[config.mk]
export PLATFORM = sky130hd
export DESIGN_NAME = trapsel_top
export DESIGN_NICKNAME = d
export VERILOG_FILES = /design/src/rtl/trapsel_pkg.sv /design/src/rtl/trapsel_level.sv /design/src/rtl/trapsel_route.sv /design/src/rtl/trapsel_vecgen.sv /design/src/rtl/trapsel_top.sv
export SDC_FILE = /design/constraint.sdc
export NUM_CORES = 1
export LEC_CHECK = 0
export BUFFER_PORTS_ARGS = -buffer_cell sky130_fd_sc_hd__clkbuf_2
export CORE_UTILIZATION = 53
export CTS_CLUSTER_SIZE = 40
export DETAILED_ROUTE_END_ITERATION = 16
export PLACE_DENSITY = 0.9
export SETUP_SLACK_MARGIN = 0.5
export SLEW_MARGIN = 15
export SYNTH_ARGS = -nofsm -noshare
export SYNTH_HDL_FRONTEND = slang
export SYNTH_HIERARCHICAL = 1
export SYNTH_SLANG_ARGS = --single-unit
[constraint.sdc]
create_clock -name clk -period 1.32 [get_ports clk]
set_clock_uncertainty 0.2 [all_clocks]
set_input_delay 0.396 -clock clk [delete_from_list [all_inputs] [get_ports clk]]
set_output_delay 0.396 -clock clk [all_outputs]
set_load 0.01 [all_outputs]
[src/rtl/trapsel_pkg.sv]
package trapsel_pkg;
   localparam int TT_W        = 9;
   localparam int OFF_W       = TT_W + 5;
   localparam int HYPER_FLOOR = 384;
   localparam logic [TT_W-1:0] TT_POR      = 9'd1;
   localparam logic [TT_W-1:0] TT_GUEST_WD = 9'd2;
   localparam logic [TT_W-1:0] TT_RED      = 9'd5;

   typedef enum logic [1:0] {
      TS_PRIV  = 2'd0,
      TS_HYPER = 2'd1,
      TS_RED   = 2'd2,
      TS_ERROR = 2'd3
   } ts_mode_e;

   typedef enum logic [1:0] {
      LV_USER  = 2'd0,
      LV_PRIV  = 2'd1,
      LV_HYPER = 2'd2
   } ts_level_e;

   typedef struct packed {
      ts_mode_e        mode;
      logic [TT_W-1:0] vtt;
   } ts_route_t;
endpackage

[src/rtl/trapsel_level.sv]
module trapsel_level
   import trapsel_pkg::*;
(
   input  logic       priv_i,
   input  logic       hpriv_i,
   input  logic [2:0] lvl_tbl_i,
   output ts_level_e  cur_o,
   output logic       next_hyper_o
);
   always_comb begin
      if (hpriv_i)     cur_o = LV_HYPER;
      else if (priv_i) cur_o = LV_PRIV;
      else             cur_o = LV_USER;
   end

   always_comb begin
      unique case (cur_o)
         LV_HYPER: next_hyper_o = lvl_tbl_i[2];
         LV_PRIV:  next_hyper_o = lvl_tbl_i[1];
         default:  next_hyper_o = lvl_tbl_i[0];
      endcase
   end
endmodule

[src/rtl/trapsel_route.sv]
module trapsel_route
   import trapsel_pkg::*;
#(
   parameter int MAX_TL  = 6,
   parameter int MAX_PTL = 2,
   parameter int TL_W    = 3
) (
   input  logic            por_i,
   input  logic            red_i,
   input  logic [TL_W-1:0] tl_i,
   input  logic            next_hyper_i,
   input  logic [TT_W-1:0] tt_i,
   output ts_route_t       route_o
);
   localparam logic [TL_W-1:0] RED_TL  = TL_W'(MAX_TL - 1);
   localparam logic [TL_W-1:0] ERR_TL  = TL_W'(MAX_TL);
   localparam logic [TL_W-1:0] GUEST_TL = TL_W'(MAX_PTL);

   logic high_tt;
   assign high_tt = (tt_i >= TT_W'(HYPER_FLOOR));

   always_comb begin
      route_o.vtt = tt_i;
      if (por_i) begin
         route_o.mode = TS_RED;
         route_o.vtt  = TT_POR;
      end else if (red_i || tl_i == RED_TL) begin
         route_o.mode = TS_RED;
         route_o.vtt  = TT_RED;
      end else if (tl_i >= ERR_TL) begin
         route_o.mode = TS_ERROR;
      end else if (tl_i > GUEST_TL && !next_hyper_i) begin
         route_o.mode = TS_HYPER;
         route_o.vtt  = TT_GUEST_WD;
      end else if (next_hyper_i || high_tt) begin
         route_o.mode = TS_HYPER;
      end else begin
         route_o.mode = TS_PRIV;
      end
   end
endmodule

[src/rtl/trapsel_vecgen.sv]
module trapsel_vecgen
   import trapsel_pkg::*;
#(
   parameter int                  ADDR_W     = 64,
   parameter logic [ADDR_W-1:0]   RED_BASE   = ADDR_W'(64'hFF_F000_0000),
   parameter int                  INST_BYTES = 4,
   parameter bit                  ERR_TO_RED = 1'b0
) (
   input  ts_route_t         route_i,
   input  logic              tl_nz_i,
   input  logic [ADDR_W-1:0] tba_i,
   input  logic [ADDR_W-1:0] htba_i,
   output logic [ADDR_W-1:0] pc_o,
   output logic [ADDR_W-1:0] npc_o
);
   logic [OFF_W-1:0]  off;
   logic [ADDR_W-1:0] red_pc, hyp_pc, prv_pc, err_pc;

   assign off    = {route_i.vtt, 5'b0_0000};
   assign red_pc = RED_BASE | ADDR_W'(off[7:0]);
   assign hyp_pc = {htba_i[ADDR_W-1:OFF_W], off};
   assign prv_pc = {tba_i[ADDR_W-1:OFF_W+1], tl_nz_i, off};

   generate
      if (ERR_TO_RED) begin : g_err_red
         assign err_pc = red_pc;
      end else begin : g_err_zero
         assign err_pc = '0;
      end
   endgenerate

   always_comb begin
      unique case (route_i.mode)
         TS_RED:   pc_o = red_pc;
         TS_HYPER: pc_o = hyp_pc;
         TS_PRIV:  pc_o = prv_pc;
         default:  pc_o = err_pc;
      endcase
      if (route_i.mode == TS_ERROR && !ERR_TO_RED) npc_o = '0;
      else npc_o = pc_o + ADDR_W'(INST_BYTES);
   end
endmodule

[src/rtl/trapsel_top.sv]
module trapsel_top
   import trapsel_pkg::*;
#(
   parameter int                ADDR_W     = 64,
   parameter int                MAX_TL     = 6,
   parameter int                MAX_PTL    = 2,
   parameter int                INST_BYTES = 4,
   parameter logic [ADDR_W-1:0] RED_BASE   = ADDR_W'(64'hFF_F000_0000),
   parameter bit                ERR_TO_RED = 1'b0,
   localparam int               TL_W       = $clog2(MAX_TL + 2)
) (
   input  logic              clk,
   input  logic              rst_n,
   input  logic              req_i,
   input  logic              por_i,
   input  logic [8:0]        tt_i,
   input  logic [TL_W-1:0]   tl_i,
   input  logic              pstate_priv_i,
   input  logic              hpstate_hpriv_i,
   input  logic              hpstate_red_i,
   input  logic [2:0]        lvl_tbl_i,
   input  logic [ADDR_W-1:0] tba_i,
   input  logic [ADDR_W-1:0] htba_i,
   output logic              vld_o,
   output logic [1:0]        mode_o,
   output logic [8:0]        vtt_o,
   output logic [ADDR_W-1:0] pc_o,
   output logic [ADDR_W-1:0] npc_o
);
   ts_level_e         cur_lvl;
   logic              next_hyper;
   ts_route_t         route;
   logic [ADDR_W-1:0] pc_c, npc_c;

   trapsel_level u_level (
      .priv_i       (pstate_priv_i),
      .hpriv_i      (hpstate_hpriv_i),
      .lvl_tbl_i    (lvl_tbl_i),
      .cur_o        (cur_lvl),
      .next_hyper_o (next_hyper)
   );

   trapsel_route #(.MAX_TL(MAX_TL), .MAX_PTL(MAX_PTL), .TL_W(TL_W)) u_route (
      .por_i        (por_i),
      .red_i        (hpstate_red_i),
      .tl_i         (tl_i),
      .next_hyper_i (next_hyper),
      .tt_i         (tt_i),
      .route_o      (route)
   );

   trapsel_vecgen #(
      .ADDR_W(ADDR_W), .RED_BASE(RED_BASE),
      .INST_BYTES(INST_BYTES), .ERR_TO_RED(ERR_TO_RED)
   ) u_vec (
      .route_i (route),
      .tl_nz_i (tl_i != '0),
      .tba_i   (tba_i),
      .htba_i  (htba_i),
      .pc_o    (pc_c),
      .npc_o   (npc_c)
   );

   always_ff @(posedge clk or negedge rst_n) begin
      if (!rst_n) begin
         vld_o  <= 1'b0;
         mode_o <= 2'd0;
         vtt_o  <= '0;
         pc_o   <= '0;
         npc_o  <= '0;
      end else begin
         vld_o <= req_i | por_i;
         if (req_i | por_i) begin
            mode_o <= route.mode;
            vtt_o  <= route.vtt;
            pc_o   <= pc_c;
            npc_o  <= npc_c;
         end
      end
   end
endmodule

==> results.json <==
{
  "crit_arrival_ns": 2.26,
  "pin_count": 290,
  "rr_worst_depth": 3,
  "setup_slack_ns": -0.836,
  "period_share": 1.63,
  "hold_viol_final": 140,
  "regArea_mm2": 0.00350,
  "initial_core_util": 0.550,
  "antenna_found_initial": 0,
  "core_area_mm2": 0.0128,
  "power.density_mw_per_mm2": 1120,
  "htree_levels": 4,
  "io_buffers": 260,
  "cts-root-buf": "clkbuf_16",
  "place.gp.congestion": 0.823,
  "drcViolationCount": 0,
  "pre_cts_slack_ns": -1.11,
  "utilization": 0.884,
  "syn_area_per_cell_um2": 13.3,
  "violations": "hold timing, setup timing",
  "die_w_um": 117,
  "hpwl_um": 12800,
  "outcome": "complete, but fails checks",
  "fmaxAchievable_ghz": 0.464,
  "reg2reg_slack_ns": 0.02,
  "crit_required_ns": 1.43,
  "leakage_nw": 5.94,
  "antennaDiodeCount": 0,
  "clockBufferDepth": 2,
  "worstSetupPathType": "in2reg",
  "vias": 6249,
  "grt_pass1_wl_um": 32200,
  "post_drt_wl_per_cell_um": 23.6,
  "gr-total-overflow": 0,
  "worstReg2RegStart": "pc_o[36]",
  "drive_above_1_share": 0.708,
  "setup_tns_ns": -120.95,
  "insertion_delay_ns": 0.42,
  "grt_max_degree": 41,
  "cts_buffers": 17,
  "wirelength_um": 26500,
  "setup_violations": 272,
  "cap_viol_max_count": 0,
  "netlist_area_mm2": 0.00703,
  "route.antenna.remaining_nets": 0,
  "yosys_warnings": 6,
  "multi_input_area_mm2": 0.00369,
  "p_total_mw": 12.6,
  "ir_drop_v": 0.000950,
  "detail_route.first_pass.iterations": 5,
  "finalCriticalPeriod_ns": 2.16,
  "rsz0062_at_grt": "true",
  "syn_to_final_growth_pct": 60.6,
  "viasPerCell": 5.56,
  "path_clk_slew_ns": 0.06,
  "cts_tree": "done",
  "grt.total_usage": 0.322,
  "cp-start-kind": "input pin",
  "crit_path_end_kind": "flip-flop",
  "cp_max_fo": 4,
  "whs_ns": -0.348,
  "die_area_mm2": 0.0137,
  "cts_sinks": 140,
  "fillers": 485,
  "r2r-end": "pc_o[36]",
  "nNetsFinal": 1090,
  "synth_cells": 529,
  "rows": 41,
  "grt_pass1_vias": 6068,
  "die_h_um": 117,
  "hp-class": "in2async",
  "drtIter0Drc": 558,
  "drv_slew": 0
}
[per-stage QoR]
step / std cells / instance area, um^2
finish: 1124 / 11300
global route: 1124 / 11300
CTS: 1076 / 10400
detailed placement: 956 / 8600
global placement: 956 / 8600
floorplan: 537 / 7110
[routing by layer]
layer	track usage	routed length, um	up-vias
li1	-	-	2605
met1	0.342	9000	3090
met2	0.595	13900	422
met3	0.0721	2000	132
met4	0.172	1600	0
met5	0	0	-
[critical path: stages]
cell,delay (ns)
buf_6,0.07
mux2i_1,0.27
o21ai_2,0.14
buf_4,0.15
buf_6,0.12
or3_1,0.38
a31oi_1,0.23
nor2_2,0.09
and2_1,0.16
mux2_4,0.26
[cell type report]
cell class,instances,share of cell area
clock buffer,20,0.0414
clock inverter,11,0.0126
inverter,2,0.000665
multi-input combinational,341,0.327
sequential,140,0.310
tap,172,0.0191
timing repair buffer,438,0.289
[cells in the final DEF, fill, tap and decap left out, types with 3 or more instances in the layout]
cell type and instances:
buf_4 141, and2_1 5, mux2_4 113, and2_4 7, clkbuf_2 216, nand2_1 4, bufinv_16 3, mux2_2 26
buf_16 4, clkbuf_16 18, mux2i_4 26, dfrtp_1 140, conb_1 9, clkbuf_8 5, nor2_2 4, buf_2 7
buf_6 47, buf_12 19, nor2b_1 8, mux2i_2 10, clkinv_2 4, nor2_1 89, o2bb2ai_1 11, mux2i_1 3
[sequential cells by signal, indices dropped and copies added, names as in the netlist]
| register | cells |
|---|---|
| npc_o | 64 |
| pc_o | 64 |
| vld_o | 1 |
| mode_o | 2 |
| vtt_o | 9 |
[report_power, final]
part	leakage [nW]	switching (mW)	internal (mW)
clock network	0.298	1.93	3.11
logic	3.86	1.26	1.54
registers	1.79	0.204	4.56
[repair_timing]
| action | CTS | global route |
|---|---|---|
| endpoints found under the hold margin | 140 | 133 |
| setup endpoints to repair | 280 | 280 |
| gates cloned | 5 | 1 |
| pin swaps | 14 | 7 |
| buffers inserted | 84 | 47 |
| resized for setup | 95 | 133 |
[worst max path at each step]
stage               cells past startpoint           from  slack [ns]        end
floorplan                              10  pstate_priv_i       -0.86   pc_o[34]
global placement                        9  pstate_priv_i       -1.07    pc_o[5]
detailed placement                      9  pstate_priv_i       -1.11  npc_o[44]
CTS                                    10  pstate_priv_i       -0.56   pc_o[42]
global route                           10  pstate_priv_i       -0.87  npc_o[53]
finish                                 10  pstate_priv_i       -0.84    pc_o[7]
(Power assumes the default switching activity.)
